File: src/rtl/uic_pkg.sv
package uic_pkg;

    // Sources indexed by rank: 0 is serviced first.
    localparam int unsigned NSRC   = 4;
    localparam int unsigned CODE_W = 4;

    localparam int unsigned P_LINE  = 0;
    localparam int unsigned P_RX    = 1;
    localparam int unsigned P_TX    = 2;
    localparam int unsigned P_MODEM = 3;

    localparam logic [CODE_W-1:0] CODE_NONE = 4'b0001;

    typedef enum logic [0:0] {
        KIND_FOLLOW,   // pending mirrors the input level
        KIND_LATCH     // pending holds until acknowledged
    } kind_e;

    // Status code reported for a rank.
    function automatic logic [CODE_W-1:0] prio_code(input int unsigned p);
        case (p)
            P_LINE:  return 4'b0110;
            P_RX:    return 4'b0100;
            P_TX:    return 4'b0010;
            default: return 4'b0000;
        endcase
    endfunction

    // Mask bit that gates a rank.
    function automatic int unsigned mask_bit(input int unsigned p);
        case (p)
            P_LINE:  return 2;
            P_RX:    return 0;
            P_TX:    return 1;
            default: return 3;
        endcase
    endfunction

    function automatic kind_e prio_kind(input int unsigned p);
        return (p == P_RX) ? KIND_FOLLOW : KIND_LATCH;
    endfunction

endpackage

File: src/rtl/uic_src_flag.sv
module uic_src_flag #(
    parameter uic_pkg::kind_e KIND = uic_pkg::KIND_LATCH
) (
    input  logic clk,
    input  logic rst,
    input  logic set_i,
    input  logic clr_i,
    output logic pend_o
);

    typedef struct packed {
        logic pend;
    } flag_t;

    flag_t st_d, st_q;

    generate
        if (KIND == uic_pkg::KIND_FOLLOW) begin : g_follow
            logic unused_clr;
            assign unused_clr = clr_i;
            always_comb begin
                st_d      = st_q;
                st_d.pend = set_i;
            end
        end else begin : g_latch
            // a fresh set wins over a same-cycle acknowledge
            always_comb begin
                st_d      = st_q;
                st_d.pend = set_i | (st_q.pend & ~clr_i);
            end
        end
    endgenerate

    always_ff @(posedge clk) begin
        if (rst) st_q <= '0;
        else     st_q <= st_d;
    end

    assign pend_o = st_q.pend;

endmodule

File: src/rtl/uic_prio_enc.sv
module uic_prio_enc #(
    parameter int unsigned NSRC   = uic_pkg::NSRC,
    parameter int unsigned CODE_W = uic_pkg::CODE_W
) (
    input  logic [NSRC-1:0]   req_i,
    output logic [NSRC-1:0]   grant_o,
    output logic [CODE_W-1:0] code_o,
    output logic              any_o
);

    typedef struct packed {
        logic [NSRC-1:0]   grant;
        logic [CODE_W-1:0] code;
        logic              any;
    } enc_t;

    enc_t enc_d;

    always_comb begin
        enc_d.grant = '0;
        enc_d.code  = uic_pkg::CODE_NONE;
        enc_d.any   = 1'b0;
        // walk from lowest rank up so the highest rank is written last
        for (int p = int'(NSRC) - 1; p >= 0; p--) begin
            if (req_i[p]) begin
                enc_d.grant    = '0;
                enc_d.grant[p] = 1'b1;
                enc_d.code     = uic_pkg::prio_code(unsigned'(p));
                enc_d.any      = 1'b1;
            end
        end
    end

    assign grant_o = enc_d.grant;
    assign code_o  = enc_d.code;
    assign any_o   = enc_d.any;

endmodule

File: src/rtl/uic_ctrl.sv
module uic_ctrl #(
    parameter int unsigned DATA_W = 8
) (
    input  logic              clk,
    input  logic              rst,
    input  logic              en_wr_i,
    input  logic [DATA_W-1:0] wdata_i,
    output logic [DATA_W-1:0] en_rdata_o,
    input  logic              stat_rd_i,
    output logic [DATA_W-1:0] stat_rdata_o,
    input  logic              line_err_i,
    input  logic              rx_full_i,
    input  logic              tx_empty_evt_i,
    input  logic              modem_chg_i,
    output logic              irq_o
);

    localparam int unsigned NSRC   = uic_pkg::NSRC;
    localparam int unsigned CODE_W = uic_pkg::CODE_W;
    localparam int unsigned PAD_W  = DATA_W - CODE_W;
    localparam int unsigned EPAD_W = DATA_W - NSRC;

    typedef struct packed {
        logic [NSRC-1:0] mask;
    } regs_t;

    regs_t r_d, r_q;

    logic [NSRC-1:0]   src_by_rank;
    logic [NSRC-1:0]   mask_by_rank;
    logic [NSRC-1:0]   pend_by_rank;
    logic [NSRC-1:0]   live_by_rank;
    logic [NSRC-1:0]   grant;
    logic [NSRC-1:0]   ack_by_rank;
    logic [CODE_W-1:0] code;
    logic              any_live;
    logic [EPAD_W-1:0] unused_wdata_hi;

    assign unused_wdata_hi = wdata_i[DATA_W-1:NSRC];

    // mask register
    always_comb begin
        r_d = r_q;
        if (en_wr_i) r_d.mask = wdata_i[NSRC-1:0];
    end

    always_ff @(posedge clk) begin
        if (rst) r_q <= '0;
        else     r_q <= r_d;
    end

    assign src_by_rank[uic_pkg::P_LINE]  = line_err_i;
    assign src_by_rank[uic_pkg::P_RX]    = rx_full_i;
    assign src_by_rank[uic_pkg::P_TX]    = tx_empty_evt_i;
    assign src_by_rank[uic_pkg::P_MODEM] = modem_chg_i;

    genvar g;
    generate
        for (g = 0; g < NSRC; g++) begin : g_src
            assign mask_by_rank[g] = r_q.mask[uic_pkg::mask_bit(g)];
            assign ack_by_rank[g]  = stat_rd_i & grant[g];

            uic_src_flag #(
                .KIND (uic_pkg::prio_kind(g))
            ) i_flag (
                .clk    (clk),
                .rst    (rst),
                .set_i  (src_by_rank[g]),
                .clr_i  (ack_by_rank[g]),
                .pend_o (pend_by_rank[g])
            );
        end
    endgenerate

    assign live_by_rank = pend_by_rank & mask_by_rank;

    uic_prio_enc #(
        .NSRC   (NSRC),
        .CODE_W (CODE_W)
    ) i_enc (
        .req_i   (live_by_rank),
        .grant_o (grant),
        .code_o  (code),
        .any_o   (any_live)
    );

    assign stat_rdata_o = {{PAD_W{1'b0}}, code};
    assign en_rdata_o   = {{EPAD_W{1'b0}}, r_q.mask};
    assign irq_o        = any_live;

endmodule

File: config.mk
export PLATFORM = sky130hd
export DESIGN_NAME = uic_ctrl
export DESIGN_NICKNAME = d
export VERILOG_FILES = /design/src/rtl/uic_pkg.sv /design/src/rtl/uic_src_flag.sv /design/src/rtl/uic_prio_enc.sv /design/src/rtl/uic_ctrl.sv
export SDC_FILE = /design/constraint.sdc
export NUM_CORES = 1
export LEC_CHECK = 0
export ABC_AREA = 1
export CAP_MARGIN = 20
export CORE_AREA = 2 2 39 41
export DETAILED_ROUTE_END_ITERATION = 8
export DIE_AREA = 0 0 41 43
export PLACE_DENSITY_LB_ADDON = 0.15
export SETUP_SLACK_MARGIN = 0.2
export SYNTH_ARGS = -nofsm -noshare
export SYNTH_HDL_FRONTEND = slang
export SYNTH_SLANG_ARGS = --single-unit
File: constraint.sdc
create_clock -name clk -period 1.3 [get_ports clk]
set_input_delay 0.26 -clock clk [delete_from_list [all_inputs] [get_ports clk]]
set_output_delay 0.26 -clock clk [all_outputs]
set_load 0.02 [all_outputs]
==> results of run 1 <==
## logic make-up after synthesis
family,after synthesis,share of synthesized area (%)
DFF,8,38.7
AOI/OAI and AO/OA,8,12.4
buffers and inverters,17,23.9
and+or+nand+nor,24,24.2
other,1,0.905
## layout make-up
class,count,area [µm²],share of cell area (%)
Sequential cell,8,170,23.1
Tap cell,16,20.0,2.72
Clock buffer,4,26.3,3.57
Multi-Input combinational cell,41,215,29.2
Inverter,7,26.3,3.57
Timing Repair Buffer,28,279,37.9
## flip-flops by register name, summed over array words and instances (netlist names)
signal and cells:
g_src.i_flag.pend_o 4, r_q 4
## repair_timing
| action | 4_1_cts | 5_1_grt |
|---|---|---|
| resized for setup | 58 | 1 |
| endpoints found under the setup margin | 8 | 7 |
| setup buffers | 0 | 1 |
| hold endpoints to repair | 0 | 0 |
| pin swaps | 3 | 0 |
## Yosys cell counts, drive strengths merged
library cell and number:
a21oi 7, nor2 3, buf 10, inv 7, o21ai 1, dfxtp 8, nand2 20, nand4 1
conb 1
## layout by cell type (no fill, tap or decap), drive strengths merged
master,count
inv,7
clkdlybuf4s50,11
nand4,1
clkbuf,4
o21ai,1
dfxtp,8
nand2,20
buf,17
conb,9
nor2,3
a21oi,7
## worst min path at each step
stage                                        end  slack, ps  cells past startpoint
2_1_floorplan  g_src[1].i_flag.pend_o$_SDFF_PP0_        370                      2
3_3_place_gp   g_src[2].i_flag.pend_o$_SDFF_PP0_        460                      2
3_5_place_dp   g_src[2].i_flag.pend_o$_SDFF_PP0_        470                      2
4_1_cts        g_src[2].i_flag.pend_o$_SDFF_PP0_        470                      2
5_1_grt        g_src[2].i_flag.pend_o$_SDFF_PP0_        480                      2
6_report       g_src[2].i_flag.pend_o$_SDFF_PP0_        460                      2
## through the flow
| step | TNS (ps) | hold WS, ps | worst slack, ps | util, % | cell area (µm²) |
|---|---|---|---|---|---|
| 2_1_floorplan | 0 | 367 | 185 | - | 465 |
| 5_1_grt | -61.4 | 479 | -45.6 | 53.3 | 737 |
| 3_5_place_dp | -700 | 465 | -219 | 47.9 | 663 |
| 4_1_cts | -3.17 | 468 | -3.17 | 52.4 | 726 |
| 6_report | 0 | 463 | 17.7 | 53.3 | 737 |
| 3_3_place_gp | -654 | 465 | -198 | 47.9 | 663 |
## routing by layer
| layer | vias up | share of wire, % |
|---|---|---|
| met5 | - | 0 |
| met2 | 24 | 46 |
| li1 | 220 | - |
| met3 | 0 | 9.3 |
| met4 | 0 | 0 |
| met1 | 171 | 45 |
## worst max-delay path, stage by stage, from the launching register on
cell and delay (ps):
dfxtp_4 350, nand2_4 70, nand2_4 60, nor2_4 70
nand2_2 70, inv_2 50, buf_6 100
## power by group through the flow
stage	logic, mW	registers, mW	clock network [mW]
final	0.185	0.275	0.200
after CTS	0.182	0.275	0.210
after floorplan	0.0944	0.285	0
after global placement	0.169	0.276	0
after detailed placement	0.170	0.276	0
after global routing	0.200	0.277	0.221
==> flow_summary.yaml, run 1 <==
cts:
  clock_transition_at_the_registers_of_the_reported_paths_ps: 60
  cts_max_path_buffers: 2
  cts_num_sinks: 8
  cts_root_buf: "clkbuf_4"
  clk-insertion-delay-late_ps: 250
  cts_tree: "yes"
  ctsHtreeMaxLevel: 1
  cts_bufs_inserted: 3
  ctsHoldBuffers: 0
worst_setup_path:
  crit_type: "reg2out"
  r2r-start: "r_q[2]$_SDFFE_PP0P_"
  timing.critical_path.from_type: "flip-flop"
  reg2reg_setup_slack_ps: 390
  critical_path.max_fanout: 3
  crit_start: "r_q[2]$_SDFFE_PP0P_"
  timing.critical_path.to: "stat_rdata_o[0]"
  reg2reg_to: "g_src[2].i_flag.pend_o$_SDFF_PP0_"
  cell_count_of_the_worst_reg_to_reg_path: 5
  crit_path_end_kind: "primary output"
  arrival_ps: 1020
  worst-endpoint-required_ps: 1040
power_and_ir_drop:
  finalPower_mw: 0.660
  share_comb_of_total_power_pct: 28.0
  share_clk_of_total_power_pct: 30.4
  seqPwrFrac_pct: 41.7
  power.density_cell_area_nw_per_um2: 896
  cell_leakage_power_nw: 0.378
  power.share.switching_pct: 28.3
  p_switching_mw: 0.187
  peakVddDrop_uv: 523
  intPower_mw: 0.474
global_routing:
  grt.overflow.total: 0
  use_met1_pct: 16.2
  grt.met3_usage_pct: 3.14
  grt_start_max_net_pins: 9
  first_global_vias: 332
  grt_util_met2_pct: 15.3
  antenna_found_initial: 0
  track_usage_pct: 11.2
  grt_pass1_wl_mm: 1.35
  busiest_layer_in_global_routing: "met1"
sta:
  timing.final.crit_period_ps: 1280
  report.final.slew_viol_count: 0
  hold_viol_final: 0
  setup-violations-final: 0
  min_period_over_period_pct: 98.6
  final.setup_skew_ps: 12.7
  fmax_mhz: 780
  grt_setup_unrepaired: "true"
drt:
  routedWlPerCell_um: 8.15
  detail_route.iter0.violations: 8
  drc_errors: 0
  route.detailed.vias_per_inst: 3.99
  first_pass_iters: 4
  route.vias.total: 415
  route.final.wire_length_um: 848
  ant_nets: 0
floorplan:
  io_pins: 33
  fp.dieW_um: 41
  dieHeight_um: 43
  die_area_um2: 1760
  core_um2: 1380
  initial_utilization_pct: 29.9
  num_rows: 14
synth:
  synth_top_area_share_pct: 38.7
  synth_area_um2: 414
  yosys.area.top_type: "dfxtp_1"
  syn_avg_cell_area_um2: 7.14
  yosysWarnings: 0
  syn_inst: 58
  synth-seq-area-share_pct: 38.7
  synth-seq-cells: 8
  synth.top_cells.by_area: "dfxtp_1 39%, buf_4 16%, nand2_1 15%"
  cell_variety_after_synth: 12
final_layout:
  fill_cells: 138
  post_route_cells_drive_above_1_share_pct: 43.2
  num_antenna_cells: 0
  num-nets-final: 105
  layout.cells.non_filler: 104
  flow.area_growth_from_synthesis_pct: 77.9
hold_path:
  path_type_of_the_worst_min_delay_path: "reg2reg"
  worstHoldStart: "g_src[2].i_flag.pend_o$_SDFF_PP0_"
place:
  post-dp-hpwl_um: 670
  place.gp.congestion: 0.665
  place.detailed.instances: 99
  port-buffer-count: 19
run_status:
  status: "finished clean"
flow_run:
  cap_viol_max_count: 0
(Power assumes the default switching activity.)
==> inputs of run 2 (changes only) <==
- CELL_PAD_IN_SITES_DETAIL_PLACEMENT: not set -> 0
- CELL_PAD_IN_SITES_GLOBAL_PLACEMENT: not set -> 1
- CORE_AREA: 2 2 39 41 -> not set
- CORE_MARGIN: not set -> 1
- CORE_UTILIZATION: not set -> 18
- DIE_AREA: 0 0 41 43 -> not set
- clock period: 1.3 -> 1.15 ns (I/O delays scaled with it)
==> flow_summary.yaml, run 2 (synthesized netlist as in run 1, its figures left out) <==
run_status:
  status: "complete, but fails checks"
  failed_checks: "negative setup slack"
drt:
  drc_errors: 0
  detail_route.iter0.violations: 1
  first_pass_iters: 2
  route.final.wire_length_mm: 1.07
  route.vias.total: 457
  routedWlPerCell_um: 8.69
  ant_nets: 0
  route.detailed.vias_per_inst: 3.72
hold_path:
  hold_path_depth: 2
  hold_path_end: "g_src[3].i_flag.pend_o$_SDFF_PP0_"
  path_type_of_the_worst_min_delay_path: "reg2reg"
  worstHoldStart: "g_src[3].i_flag.pend_o$_SDFF_PP0_"
floorplan:
  die_area_um2: 2500
  initial_utilization_pct: 18.9
  dieHeight_um: 50.0
  core_um2: 2190
  fp.dieW_um: 50.0
  num_rows: 17
  io_pins: 33
place:
  port-buffer-count: 19
  post-dp-hpwl_um: 762
  placement.setup.worst_slack_ps: -320
  place.gp.congestion: 0.688
worst_setup_path:
  critPathMostFrequentCell: "nand2_4"
  crit_type: "reg2out"
  cell_count_of_the_worst_reg_to_reg_path: 7
  max_stage_delay_ps: 350
  worst-endpoint-required_ps: 920
  arrival_ps: 1030
  timing.critical_path.from_type: "flip-flop"
  slowest_stage: "dfxtp_4"
  r2r-start: "r_q[0]$_SDFFE_PP0P_"
  reg2reg_setup_slack_ps: 10
  crit_path_end_kind: "primary output"
  critical_path.max_fanout: 3
  critical_path.n_buffers_inverters: 2
  worst_path_dominant_cell_family: "flip-flops"
  crit_start: "r_q[0]$_SDFFE_PP0P_"
  cp_cell_sequence: "nand2_4 -> nand2_4 -> nor2_4 -> nand2_2 -> inv_2 -> buf_6"
  reg2reg_to: "g_src[2].i_flag.pend_o$_SDFF_PP0_"
global_routing:
  antenna_found_initial: 0
  grt_pass1_wl_mm: 1.64
  grt_start_max_net_pins: 9
  grt.overflow.total: 0
  first_global_vias: 395
  track_usage_pct: 9.15
final_layout:
  flow.area_growth_from_synthesis_pct: 101
  post_route_cells_drive_above_1_share_pct: 50.5
  num-nets-final: 113
  layout.area.seq_um2: 173
  layout.cells.most_common: "nand2_1"
  area_of_combinational_cells_with_multiple_inputs_um2: 215
  fill_cells: 244
  highest_count_cells_in_the_layout_ignoring_fill_and_taps: "14 x nand2_1, 13 x buf_6, 11 x clkdlybuf4s50_1, 11 x buf_4, 9 x conb_1"
  num_antenna_cells: 0
cts:
  cts_bufs_inserted: 3
  ctsHoldBuffers: 0
  ctsHtreeMaxLevel: 1
  clock_transition_at_the_registers_of_the_reported_paths_ps: 60
  cts_tree: "yes"
  cts_root_buf: "clkbuf_4"
  cts_max_path_buffers: 2
  clk-insertion-delay-late_ps: 250
  cts_num_sinks: 8
power_and_ir_drop:
  power.density_cell_area_nw_per_um2: 919
  peakVddDrop_uv: 331
  cell_leakage_power_nw: 0.421
sta:
  hold_viol_final: 0
  timing.hold.ws_ps: 468
  fmax_mhz: 794
  grt_setup_unrepaired: "true"
  timing.final.crit_period_ps: 1260
  final.setup_skew_ps: 1.43
  min_period_over_period_pct: 110
  finalWorstSetupSlack_ps: -110
  setup-violations-final: 6
  report.final.slew_viol_count: 0
flow_run:
  cap_viol_max_count: 0
[run 2: cell types whose count changed in the layout (fill, tap and decap cells not counted)]
| cell | previous run | this run |
|---|---|---|
| buf_6 | 11 | 13 |
| buf_4 | 6 | 11 |
| dfxtp_4 | 1 | 2 |
| clkbuf_1 | 1 | 0 |
| inv_2 | 2 | 4 |
| buf_12 | 0 | 1 |
| dfxtp_2 | 5 | 4 |
| inv_1 | 5 | 3 |
[run 2: stage by stage]
step / TNS (ps) / power [mW] / util [%] / std cells / cell area (µm²)
floorplan: 0 / 0.429 / - / 66 / 473
global placement: -1650 / 0.518 / 32.6 / 113 / 713
detailed placement: -1660 / 0.519 / 32.6 / 113 / 713
CTS: -365 / 0.760 / 35.9 / 118 / 787
global route: -714 / 0.810 / 37.9 / 123 / 831
finish: -368 / 0.764 / 37.9 / 123 / 831
[run 2: metal layers]
layer / track usage (%) / wire, µm
met1: 11.0 / 457
met2: 13.1 / 518
met3: 3.09 / 80
met4: 7.14 / 12
met5: 0 / 0
[run 2: final cells by class]
class	instances	share of cell area, %
Clock buffer	3	2.71
Inverter	7	3.16
Multi-Input combinational cell	41	25.9
Sequential cell	8	20.8
Tap cell	28	4.22
Timing Repair Buffer	36	43.2
[run 2: worst max-delay path by stage]
stage	endpoint	cells past startpoint	slack [ps]
floorplan	stat_rdata_o[0]	5	70
global placement	stat_rdata_o[0]	6	-310
detailed placement	stat_rdata_o[0]	6	-320
CTS	stat_rdata_o[0]	6	-110
global route	stat_rdata_o[0]	6	-170
finish	stat_rdata_o[0]	6	-110
[run 2: repair_timing]
item | in CTS | in global routing
pin swaps | 5 | 6
setup buffers | 2 | 5
resized for setup | 58 | 4
endpoints found under the setup margin | 8 | 10
[run 2: worst reg2reg max path: stages, from the launching register on]
cell and delay (ps):
dfxtp_4 350, nand2_4 80, nand2_4 70, buf_4 130, buf_4 120, buf_4 120, o21ai_2 110, a21oi_2 60
[run 2: report_power, final]
part	switching, mW	internal (mW)	leakage (nW)
Clock	0.0950	0.119	0.0138
Sequential	0.0145	0.295	0.0689
Combinational	0.110	0.130	0.338
Total	0.220	0.544	0.421
